<file path="src/rtl/iso_out_pkg.sv">
package iso_out_pkg;

  typedef enum logic [1:0] {
    RX_NONE   = 2'd0,
    RX_DATAIN = 2'd1,
    RX_ERR    = 2'd2
  } rx_status_e;

  typedef enum logic [1:0] {
    S_IDLE = 2'd0,
    S_WAIT = 2'd1,
    S_RECV = 2'd2
  } rx_state_e;

  localparam logic [3:0] PID_OUT   = 4'b0001;
  localparam logic [3:0] PID_DATA0 = 4'b0011;

  // reflected CRC16, LSB-first
  function automatic logic [15:0] crc16_step(input logic [15:0] c, input logic [7:0] d);
    logic [15:0] r;
    r = c;
    for (int i = 0; i < 8; i++) begin
      if (r[0] ^ d[i]) r = (r >> 1) ^ 16'hA001;
      else             r = r >> 1;
    end
    return r;
  endfunction

endpackage

</file>
<file path="src/rtl/iso_rx_ctrl.sv">
module iso_rx_ctrl
  import iso_out_pkg::*;
#(
  parameter int unsigned DEPTH  = 64,
  parameter int unsigned ADDR_W = 7,
  parameter int unsigned EP_W   = 4,
  localparam int unsigned AW    = $clog2(DEPTH),
  localparam int unsigned CW    = $clog2(DEPTH + 1)
) (
  input  logic              clk_i,
  input  logic              rst_ni,
  input  logic [ADDR_W-1:0] cfg_addr_i,
  input  logic [EP_W-1:0]   cfg_ep_i,
  input  logic              cfg_iso_i,
  input  logic              tok_valid_i,
  input  logic [3:0]        tok_pid_i,
  input  logic [ADDR_W-1:0] tok_addr_i,
  input  logic [EP_W-1:0]   tok_ep_i,
  input  logic              rx_valid_i,
  input  logic [7:0]        rx_data_i,
  input  logic              rx_last_i,
  input  logic              sof_i,
  output logic              wr_en_o,
  output logic [AW-1:0]     wr_addr_o,
  output logic [7:0]        wr_data_o,
  output logic              done_o,
  output logic              done_ok_o,
  output logic [CW-1:0]     done_size_o
);

  rx_state_e   state_q;
  logic [1:0]  pend_q;
  logic [7:0]  d0_q, d1_q;
  logic [15:0] crc_q;
  logic [CW-1:0] wptr_q;
  logic        ovf_q;

  logic        byte_in, push, ovf_now, tok_match;
  logic [15:0] crc_push, crc_fin, rx_crc;

  assign tok_match = (tok_addr_i == cfg_addr_i) && (tok_ep_i == cfg_ep_i) && cfg_iso_i;
  assign byte_in   = (state_q == S_RECV) && rx_valid_i && !sof_i;
  assign push      = byte_in && (pend_q == 2'd2);
  assign crc_push  = crc16_step(crc_q, d0_q);

  always_comb begin
    wr_en_o   = push && (wptr_q < CW'(DEPTH));
    wr_addr_o = wptr_q[AW-1:0];
    wr_data_o = d0_q;
    crc_fin   = push ? crc_push : crc_q;
    rx_crc    = (pend_q == 2'd2) ? {rx_data_i, d1_q} : {rx_data_i, d0_q};
    ovf_now   = ovf_q || (push && !wr_en_o);
    done_o    = byte_in && rx_last_i;
    done_ok_o = (pend_q != 2'd0) && !ovf_now && ((~crc_fin) == rx_crc);
    done_size_o = wptr_q + (wr_en_o ? CW'(1) : CW'(0));
  end

  always_ff @(posedge clk_i or negedge rst_ni) begin
    if (!rst_ni) begin
      state_q <= S_IDLE;
      pend_q  <= '0;
      d0_q    <= '0;
      d1_q    <= '0;
      crc_q   <= 16'hFFFF;
      wptr_q  <= '0;
      ovf_q   <= 1'b0;
    end else if (sof_i) begin
      state_q <= S_IDLE;
    end else begin
      unique case (state_q)
        S_IDLE: if (tok_valid_i && tok_pid_i == PID_OUT && tok_match) state_q <= S_WAIT;
        S_WAIT: if (tok_valid_i) begin
          state_q <= (tok_pid_i == PID_DATA0) ? S_RECV : S_IDLE;
          pend_q  <= '0;
          crc_q   <= 16'hFFFF;
          wptr_q  <= '0;
          ovf_q   <= 1'b0;
        end
        S_RECV: if (rx_valid_i) begin
          if (rx_last_i) begin
            state_q <= S_IDLE;
          end else if (pend_q == 2'd2) begin
            d0_q  <= d1_q;
            d1_q  <= rx_data_i;
            crc_q <= crc_push;
            if (wr_en_o) wptr_q <= wptr_q + CW'(1);
            else         ovf_q  <= 1'b1;
          end else if (pend_q == 2'd1) begin
            d1_q   <= rx_data_i;
            pend_q <= 2'd2;
          end else begin
            d0_q   <= rx_data_i;
            pend_q <= 2'd1;
          end
        end
        default: state_q <= S_IDLE;
      endcase
    end
  end

  p_wptr_sat_r7: assert property (@(posedge clk_i) disable iff (!rst_ni)
    wptr_q <= CW'(DEPTH));
  p_sof_abort_r10: assert property (@(posedge clk_i) disable iff (!rst_ni)
    sof_i |=> state_q == S_IDLE);
  p_ovf_err_r7: assert property (@(posedge clk_i) disable iff (!rst_ni)
    (done_o && ovf_q) |-> !done_ok_o);

endmodule

</file>
<file path="src/rtl/iso_pkt_bank.sv">
module iso_pkt_bank #(
  parameter int unsigned DEPTH = 64,
  localparam int unsigned AW   = $clog2(DEPTH),
  localparam int unsigned CW   = $clog2(DEPTH + 1)
) (
  input  logic          clk_i,
  input  logic          rst_ni,
  input  logic          sof_i,
  input  logic          wr_en_i,
  input  logic [AW-1:0] wr_addr_i,
  input  logic [7:0]    wr_data_i,
  input  logic          ld_en_i,
  input  logic [CW-1:0] ld_size_i,
  input  logic [AW-1:0] rd_addr_i,
  output logic [7:0]    rd_data_o,
  output logic [CW-1:0] size_a_o,
  output logic [CW-1:0] size_b_o,
  output logic [1:0]    rdy_o
);

  logic       rx_sel_q;   // index of receiving buffer
  logic [1:0] rdy_q;
  logic [7:0]    rd_byte [2];
  logic [CW-1:0] size_w  [2];

  for (genvar b = 0; b < 2; b++) begin : g_buf
    logic [7:0]    mem_q [DEPTH];
    logic [CW-1:0] size_q;
    logic is_rx, clr;
    assign is_rx = (rx_sel_q == 1'(b));
    assign clr   = sof_i && !is_rx;

    always_ff @(posedge clk_i or negedge rst_ni) begin
      if (!rst_ni) begin
        for (int i = 0; i < DEPTH; i++) mem_q[i] <= '0;
        size_q <= '0;
      end else if (clr) begin
        for (int i = 0; i < DEPTH; i++) mem_q[i] <= '0;
        size_q <= '0;
      end else if (!sof_i && is_rx) begin
        if (wr_en_i) mem_q[wr_addr_i] <= wr_data_i;
        if (ld_en_i) size_q <= ld_size_i;
      end
    end

    assign rd_byte[b] = mem_q[rd_addr_i];
    assign size_w[b]  = size_q;

    p_size_bound_r7: assert property (@(posedge clk_i) disable iff (!rst_ni)
      size_q <= CW'(DEPTH));
  end

  always_ff @(posedge clk_i or negedge rst_ni) begin
    if (!rst_ni) begin
      rx_sel_q <= 1'b0;
      rdy_q    <= 2'b00;
    end else if (sof_i) begin
      rx_sel_q <= ~rx_sel_q;
      rdy_q    <= rx_sel_q ? 2'b10 : 2'b01;
    end
  end

  assign rd_data_o = rd_byte[~rx_sel_q];
  assign size_a_o  = size_w[0];
  assign size_b_o  = size_w[1];
  assign rdy_o     = rdy_q;

  p_rdy_onehot_r12: assert property (@(posedge clk_i) disable iff (!rst_ni)
    sof_i |=> $countones(rdy_o) == 1);
  p_rdy_held_r12: assert property (@(posedge clk_i) disable iff (!rst_ni)
    (rdy_o != 2'b00) |-> !rdy_o[rx_sel_q]);
  p_swap_r8: assert property (@(posedge clk_i) disable iff (!rst_ni)
    sof_i |=> rx_sel_q != $past(rx_sel_q));

endmodule

</file>
<file path="src/rtl/iso_out_pingpong.sv">
module iso_out_pingpong
  import iso_out_pkg::*;
#(
  parameter int unsigned DEPTH   = 64,
  parameter int unsigned FRAME_W = 11,
  parameter int unsigned ADDR_W  = 7,
  parameter int unsigned EP_W    = 4,
  localparam int unsigned AW     = $clog2(DEPTH),
  localparam int unsigned CW     = $clog2(DEPTH + 1)
) (
  input  logic               clk_i,
  input  logic               rst_ni,
  input  logic [ADDR_W-1:0]  cfg_addr_i,
  input  logic [EP_W-1:0]    cfg_ep_i,
  input  logic               cfg_iso_i,
  input  logic               tok_valid_i,
  input  logic [3:0]         tok_pid_i,
  input  logic [ADDR_W-1:0]  tok_addr_i,
  input  logic [EP_W-1:0]    tok_ep_i,
  input  logic               rx_valid_i,
  input  logic [7:0]         rx_data_i,
  input  logic               rx_last_i,
  input  logic               sof_i,
  input  logic [FRAME_W-1:0] sof_frame_i,
  input  logic [AW-1:0]      rd_addr_i,
  output logic [7:0]         rd_data_o,
  output logic [CW-1:0]      size_a_o,
  output logic [CW-1:0]      size_b_o,
  output logic [1:0]         rdy_o,
  output logic [1:0]         status_o,
  output logic [FRAME_W-1:0] frame_o,
  output logic               sof_o
);

  logic          wr_en, done, done_ok;
  logic [AW-1:0] wr_addr;
  logic [7:0]    wr_data;
  logic [CW-1:0] done_size;

  rx_status_e         status_q;
  logic [FRAME_W-1:0] frame_q;
  logic               sof_q;

  iso_rx_ctrl #(.DEPTH(DEPTH), .ADDR_W(ADDR_W), .EP_W(EP_W)) u_ctrl (
    .clk_i, .rst_ni, .cfg_addr_i, .cfg_ep_i, .cfg_iso_i,
    .tok_valid_i, .tok_pid_i, .tok_addr_i, .tok_ep_i,
    .rx_valid_i, .rx_data_i, .rx_last_i, .sof_i,
    .wr_en_o(wr_en), .wr_addr_o(wr_addr), .wr_data_o(wr_data),
    .done_o(done), .done_ok_o(done_ok), .done_size_o(done_size)
  );

  iso_pkt_bank #(.DEPTH(DEPTH)) u_bank (
    .clk_i, .rst_ni, .sof_i,
    .wr_en_i(wr_en), .wr_addr_i(wr_addr), .wr_data_i(wr_data),
    .ld_en_i(done), .ld_size_i(done_size),
    .rd_addr_i, .rd_data_o, .size_a_o, .size_b_o, .rdy_o
  );

  always_ff @(posedge clk_i or negedge rst_ni) begin
    if (!rst_ni) begin
      status_q <= RX_NONE;
      frame_q  <= '0;
      sof_q    <= 1'b0;
    end else begin
      sof_q <= sof_i;
      if (sof_i) frame_q <= sof_frame_i;
      if (done)  status_q <= done_ok ? RX_DATAIN : RX_ERR;
    end
  end

  assign status_o = status_q;
  assign frame_o  = frame_q;
  assign sof_o    = sof_q;

  p_sof_pulse_r9: assert property (@(posedge clk_i) disable iff (!rst_ni)
    sof_i |=> sof_o);
  p_sof_quiet_r9: assert property (@(posedge clk_i) disable iff (!rst_ni)
    !sof_i |=> !sof_o);
  p_frame_load_r9: assert property (@(posedge clk_i) disable iff (!rst_ni)
    sof_i |=> frame_o == $past(sof_frame_i));
  p_status_keep_r10: assert property (@(posedge clk_i) disable iff (!rst_ni)
    sof_i |=> status_o == $past(status_o));

endmodule

</file>
<file path="config.mk">
export PLATFORM = sky130hd
export DESIGN_NAME = iso_out_pingpong
export DESIGN_NICKNAME = d
export VERILOG_FILES = /design/src/rtl/iso_out_pkg.sv /design/src/rtl/iso_rx_ctrl.sv /design/src/rtl/iso_pkt_bank.sv /design/src/rtl/iso_out_pingpong.sv
export SDC_FILE = /design/constraint.sdc
export NUM_CORES = 2
export LEC_CHECK = 0
export CAP_MARGIN = 10
export CORE_MARGIN = 8
export CORE_UTILIZATION = 57
export DETAILED_ROUTE_END_ITERATION = 16
export HOLD_SLACK_MARGIN = 0.1
export PLACE_DENSITY = 0.77
export REMOVE_ABC_BUFFERS = 1
export SLEW_MARGIN = 20
export SYNTH_ARGS = -nofsm -noshare
export SYNTH_HDL_FRONTEND = slang
export SYNTH_SLANG_ARGS = --single-unit
</file>
<file path="constraint.sdc">
create_clock -name clk_i -period 3.4 [get_ports clk_i]
set_clock_uncertainty 0.05 [all_clocks]
set_input_delay 0.68 -clock clk_i [delete_from_list [all_inputs] [get_ports clk_i]]
set_output_delay 0.68 -clock clk_i [all_outputs]
set_load 0.01 [all_outputs]
</file>
## After elaboration in Yosys (flattened, before gate mapping)

Cells that the tools add are included.

| cells by class | value |
|---|---|
| mux-type cells | 71 |
| bitwise operators | 23 |
| reductions and logical operators | 43 |
| $lt $le $gt $ge | 5 |
| eq/ne operators | 21 |
| $add $sub $neg | 2 |

Operators with widths:

| operator | number |
|---|---|
| 512-bit 2-to-1 mux | 6 |
| 512-bit bitwise mux | 2 |
| 16-bit 2-to-1 mux | 13 |
| 8-bit 2-to-1 mux | 13 |
| 8-bit binary-select mux with 6-bit select | 2 |
| 7-bit 2-to-1 mux | 10 |
| 8-bit demux with 6-bit select | 1 |
| 16-bit one-hot mux with 2 select lines | 1 |
| 2-bit 2-to-1 mux | 13 |
| 2-bit inverter with 3-bit output | 8 |
| 2-bit nonzero test | 9 |
| 1-bit logical AND | 17 |
| 16-bit == test | 1 |
| 16-bit inverter | 1 |
| 7-bit greater-or-equal comparator, second input constant | 2 |
| 6-bit inverter with 7-bit output | 2 |
| 7-bit one-hot mux with 2 select lines | 1 |
| 7-bit AND reduction | 2 |
| 2-bit inequality test, second input constant | 6 |
| 6-bit AND reduction | 2 |
| 5-bit AND reduction | 2 |
| 3-bit inequality test, second input constant | 3 |
| 2-bit AND reduction | 4 |
| 1-bit XOR | 8 |
| 23 further kinds | 36 |

| storage, ports and cells | value |
|---|---|
| register bits after elaboration | 1099 |
| word-level logic and storage cells | 307 |
| output and inout bits | 38 |
| bits of input ports | 58 |

## Longest topological paths before layout

| logic depth | value |
|---|---|
| word-level depth | 21 |
| depth in mapped cells | 12 |
| depth with buffers taken out | 9 |

## By module

From an unflattened synthesis, not the netlist that was laid out.

| second synthesis, totals | value |
|---|---|
| cells, all modules | 5626 |
| area total of the unflattened synthesis | 57451.4 um^2 |

Modules (own cells, without submodules):

| module | instances | area an instance (um^2) | cells each |
|---|---|---|---|
| iso_pkt_bank | 1 | 53839.1 | 5272 |
| iso_rx_ctrl | 1 | 3064.2 | 325 |
| iso_out_pingpong | 1 | 548.0 | 29 |

## Worst setup path before layout

No wires, ideal clock.

| timing | value |
|---|---|
| path kind | input port to output port |
| start point | input rd_addr_i[0] |
| end point | output rd_data_o[0] |
| path buffers | 4 |
| stages on the path | 9 |
| arrival | 2647 ps |
| path slack | 23 ps |
| required time | 2670 ps |
| path through | clkbuf_1 > buf_4 > buf_2 > buf_2 > mux4_2 > a22oi_1 > a31oi_1 > nor3_1 > a21oi_1 |

| between the ends | value |
|---|---|
| word-level cells in the longest chain between the ends | 7 |
| elaborated cells on any way between the ends | 10 |

Ends and longest elaborated chain:

| what | line | source |
|---|---|---|
| start: declaration | iso_out_pingpong.sv:25 | `input logic [AW-1:0] rd_addr_i,` |
| 6-bit inverter with 7-bit output (not written as such) * | iso_pkt_bank.sv:46 | `assign rd_byte[b] = mem_q[rd_addr_i];` |
| 8-bit binary-select mux with 6-bit select | iso_pkt_bank.sv:46 |  |
| 8-bit 2-to-1 mux (not written as such) (2 in a row) | iso_pkt_bank.sv:46 |  |
| 8-bit 2-to-1 mux (not written as such) * (3 in a row) | iso_pkt_bank.sv:63 | `assign rd_data_o = rd_byte[~rx_sel_q];` |
| end: declaration | iso_out_pingpong.sv:26 | `output logic [7:0] rd_data_o,` |

Every way passes the cells marked *; elsewhere a longest branch is shown, timed or not. The select of a mux whose other input is x is not followed.

## Worst setup path after layout

| timing | value |
|---|---|
| start point | input rd_addr_i[4] |
| end point | output rd_data_o[5] |

Same word-level chain as after synthesis.

==> run summary <==
Yosys attributes the largest share of cell area to sky130_fd_sc_hd__dfrtp_1 48%, sky130_fd_sc_hd__a22oi_1 14%, sky130_fd_sc_hd__mux4_2 10%. The number of optimization iterations in the first detailed-route pass came out at 7. The checks that failed: negative setup slack. The minimum period implied by the final worst setup slack works out to 3.719 ns. After synthesis, the share of flip-flops with an asynchronous set or reset is 100.0%. Clock-pin slew was measured on the worst setup and hold paths at 0.06 ns.

The slowest stage of the critical path belongs to the cell sky130_fd_sc_hd__clkdlybuf4s50_1. Summed over all cells, the static leakage comes to 26.40 nW. Routed length per placed instance: 25.91 um.

Once layout is done, the placed cells without fillers occupy 67200 um2. sky130_fd_sc_hd__dfrtp_1 takes more of the synthesized area than any other cell. Number of clock sinks: 1098. STA classifies the critical path startpoint as an input pin.

For the pin with the worst max-slew slack, the measured transition is 1.199 ns. Setup repair after global routing could not meet its margin everywhere. The remaining number of nets flagged by the antenna check after routing was 0. The flow ran to the end, but the final reports show violations. Synthesis handed over a netlist of 5704 instances. For the sequential cell area in the final layout, the log shows 27530 um2. Power spread over the standard cell area amounts to 461.8 nW/um2. The overall global routing resource usage is 32.92%, and the number of hold violations in the final report is 0. The global placer's final weighted congestion came out at 0.9417. The die is 331.7 um wide.

STA classifies the critical path endpoint as a primary output. The core region is 99420 um2. For this block, the routed nets add up to 187300 um of wire.

The most numerous cell type found on the critical path is sky130_fd_sc_hd__buf_4. The share of the yosys chip area belonging to registers was 48.39%. For the setup slack after layout, the log shows -0.3187 ns. Number of max-slew violations in the final report: 0.

The number of nets in the finished design is 5901, and the worst slew slack as a fraction of its limit is 20.06%. Worst hold path class: in -> async. The met3 wire length was 23220 um.

The classification of the worst setup path was in -> out. STA puts the critical path data required time at 2.67 ns. From bottom edge to top edge, the die measures 331.7 um. After floorplanning, the core was divided into 116 placement rows. After detailed routing, the number of vias per cell comes to 7.111. The tool flagged a number of max-cap violations equal to 0. The routed design uses 84550 um of met2 wire. The longest clock path from root to sink contains 3 buffers.

In the finished design, the share of the clock period the worst path needs comes to 109.4%. The highest clock frequency the design can meet is 0.2689 GHz. Averaged over all synthesized cells, the footprint is 9.962 um2. Cells with a size suffix above 1 make up 19.54% of the layout.

The area growth from synthesis to layout is 18.27%. The area share of the largest cell type after synthesis was 47.65%; the placed standard-cell area was 61610 um2. Detailed-routing wirelength on met1: 70650 um.

Yosys mapped a number of flops with a built-in enable equal to 0. The run gives 4 as the initial antenna violation count. The tools report the count of warnings emitted by yosys as 0.

The number of clock buffers added by TritonCTS is 114. For this run, design rule violations remaining after detail routing come to 0. At the later pin of the worst-skew pair, clock insertion delay measures 0.72 ns. The die covers 110000 um2. In this run the number of H-tree levels came out at 3. Summing all multi-input logic gate instances after layout gives 28280 um2.

The iteration-0 DRC count of the detailed router was 8034. In this run the worst path has a maximum fanout of 16. Setup violations remaining at the end of the flow were counted as 8. The worst-case IR drop observed on VDD is 0.5353 mV.

For the count of different cell masters after synthesis, the log shows 57. STA puts the critical path data arrival time at 2.99 ns. The tools report the root buffer cell as sky130_fd_sc_hd__clkbuf_16. Once detailed placement completed, the half-perimeter wirelength came to 113100 um. In this run the count of I/O pins placed on the die edge is 96.

TritonCTS built the clock tree. The number of buffers inserted by port buffering came out at 95. The first global-routing pass estimated 292800 um of wire. Timing analysis after detailed placement gives a worst setup slack of -1.276 ns. The longest individual stage delay on the worst path is 0.46 ns, and the via count of the routed design is 51.41k. The post-synthesis register bit count is 1098, and the combined area of all synthesized cells is 56820 um2. For the filler cell count in the final layout, the log shows 6872. The critical path goes through clkdlybuf4s50_1 -> buf_4 -> nand2b_1 -> buf_12 -> buf_16 -> o22ai_2 -> a311oi_1 -> buf_4 -> nor3_4 -> a21oi_2 -> buf_2. By count the netlist is led by 1121 x sky130_fd_sc_hd__nand2_1, 1091 x sky130_fd_sc_hd__a22oi_1, 1082 x sky130_fd_sc_hd__dfrtp_1. The largest net degree at the start of global routing was 198.

After global routing the overflow that remains totals 0. Commonest register cell after synthesis: sky130_fd_sc_hd__dfrtp_1. The initial utilization of the core area, before any placement, comes to 57.15%. Via count of the first global-routing pass: 50.26k.

The uppermost layer routed was met5. In the post-synthesis netlist, the cell with the most instances is sky130_fd_sc_hd__nand2_1.
layout by cell type (no fill, tap or decap), types with 14 or more instances in the layout:
cell type                         instances
sky130_fd_sc_hd__buf_6                   29
sky130_fd_sc_hd__clkbuf_16              116
sky130_fd_sc_hd__nand2_1               1121
sky130_fd_sc_hd__a22oi_2                 40
sky130_fd_sc_hd__mux4_2                 256
sky130_fd_sc_hd__mux2_2                  63
sky130_fd_sc_hd__a21oi_1                 18
sky130_fd_sc_hd__clkinv_2                21
sky130_fd_sc_hd__buf_16                  14
sky130_fd_sc_hd__o22a_1                  14
sky130_fd_sc_hd__xnor2_1                 29
sky130_fd_sc_hd__clkdlybuf4s50_1         82
sky130_fd_sc_hd__clkbuf_1                29
sky130_fd_sc_hd__mux2_4                  21
sky130_fd_sc_hd__dfstp_2                 16
sky130_fd_sc_hd__a22oi_1               1051
sky130_fd_sc_hd__clkbuf_8                27
sky130_fd_sc_hd__nor2_1                 164
sky130_fd_sc_hd__buf_4                  344
sky130_fd_sc_hd__o22ai_2                 15
sky130_fd_sc_hd__o21ai_0               1040
sky130_fd_sc_hd__dfrtp_1               1074
sky130_fd_sc_hd__buf_12                  80
sky130_fd_sc_hd__xor2_1                  22
layout make-up:
class | count | area share (%)
Clock buffer | 171 | 4.997
Tap cell | 1298 | 2.417
Sequential cell | 1098 | 40.96
Antenna cell | 4 | 0.01489
Multi-Input combinational cell | 4050 | 42.08
Inverter | 9 | 0.05027
Timing Repair Buffer | 559 | 8.740
Clock inverter | 40 | 0.7373
critical path: cells and delay by family:
kind	cells	cell delay (ns)
AOI/OAI and AO/OA	3	0.74
buffers and inverters	6	1.35
and+or+nand+nor	2	0.21
final timing paths:
path	cells after the start	from	slack, ns	endpoint
worst max-delay path	11	rd_addr_i[4]	-0.32	rd_data_o[5]
worst min-delay path	2	rst_ni	0.41	u_bank.g_buf[1].mem_q[420]$_DFFE_PN0P_
worst max register to register	12	u_ctrl.state_q[0]$_DFFE_PN0P_	0.28	u_bank.g_buf[1].mem_q[414]$_DFFE_PN0P_
worst min register to register	2	u_bank.size_a_o[0]$_DFFE_PN0P_	0.44	u_bank.size_a_o[0]$_DFFE_PN0P_
max in group asynchronous	3	rst_ni	1.71	u_bank.g_buf[1].mem_q[366]$_DFFE_PN0P_
min in group clk_i	2	u_bank.size_a_o[0]$_DFFE_PN0P_	0.44	u_bank.size_a_o[0]$_DFFE_PN0P_
state kept, by name, summed over array words and instances, names as in the netlist:
register,count
u_bank.g_buf.mem_q,1024
sof_o,1
u_bank.size_a_o,7
u_ctrl.wr_data_o,8
u_ctrl.d1_q,8
u_bank.rdy_o,2
u_ctrl.pend_q,2
u_ctrl.state_q,2
frame_o,11
u_ctrl.wptr_q,7
u_ctrl.crc_q,16
status_o,2
u_bank.size_b_o,7
u_ctrl.ovf_q,1
power breakdown:
group | switching [mW] | internal (mW) | total [mW]
Clock | 5.45 | 7.56 | 13.0
Combinational | 3.49 | 1.39 | 4.88
Sequential | 0.0300 | 13.1 | 13.1
metrics by stage:
| step | power, mW | instances | hold slack (ns) | util (%) | TNS (ns) |
|---|---|---|---|---|---|
| after detailed placement | 17.85 | 6983 | 0.4229 | 61.97 | -8.921 |
| after floorplan | 14.82 | 5157 | 0.3344 | - | - |
| after global routing | 31.83 | 7225 | 0.4310 | 67.58 | -2.517 |
| after global placement | 17.84 | 6983 | 0.4123 | 61.97 | -9.047 |
| final | 31.04 | 7229 | 0.4149 | 67.59 | -2.218 |
| after CTS | 30.94 | 7224 | 0.3883 | 67.41 | -1.816 |
logic make-up after synthesis:
family                   synth area share, %
adder cells (fa/ha/maj)               0.2422
flip-flops                             48.39
buffers and inverters                  3.761
AO/OA/AOI/OAI                          25.36
multiplexers                           12.03
AND/OR/NAND/NOR                        9.295
XOR/XNOR                              0.9248
repair_timing:
action	in CTS	in global routing
pin swaps	52	21
resized for setup	236	30
buffers inserted	31	5
cloned	9	1
hold endpoints to repair	17	0
setup endpoints to repair	8	8
hold buffers	1	0
per-layer routing:
layer	vias up	GRT usage, %
met3	581	8.472
met2	3641	49.10
met5	-	0
li1	21563	-
met1	25620	45.16
met4	2	15.64
Note: power is estimated with default switching activity, not from simulation.
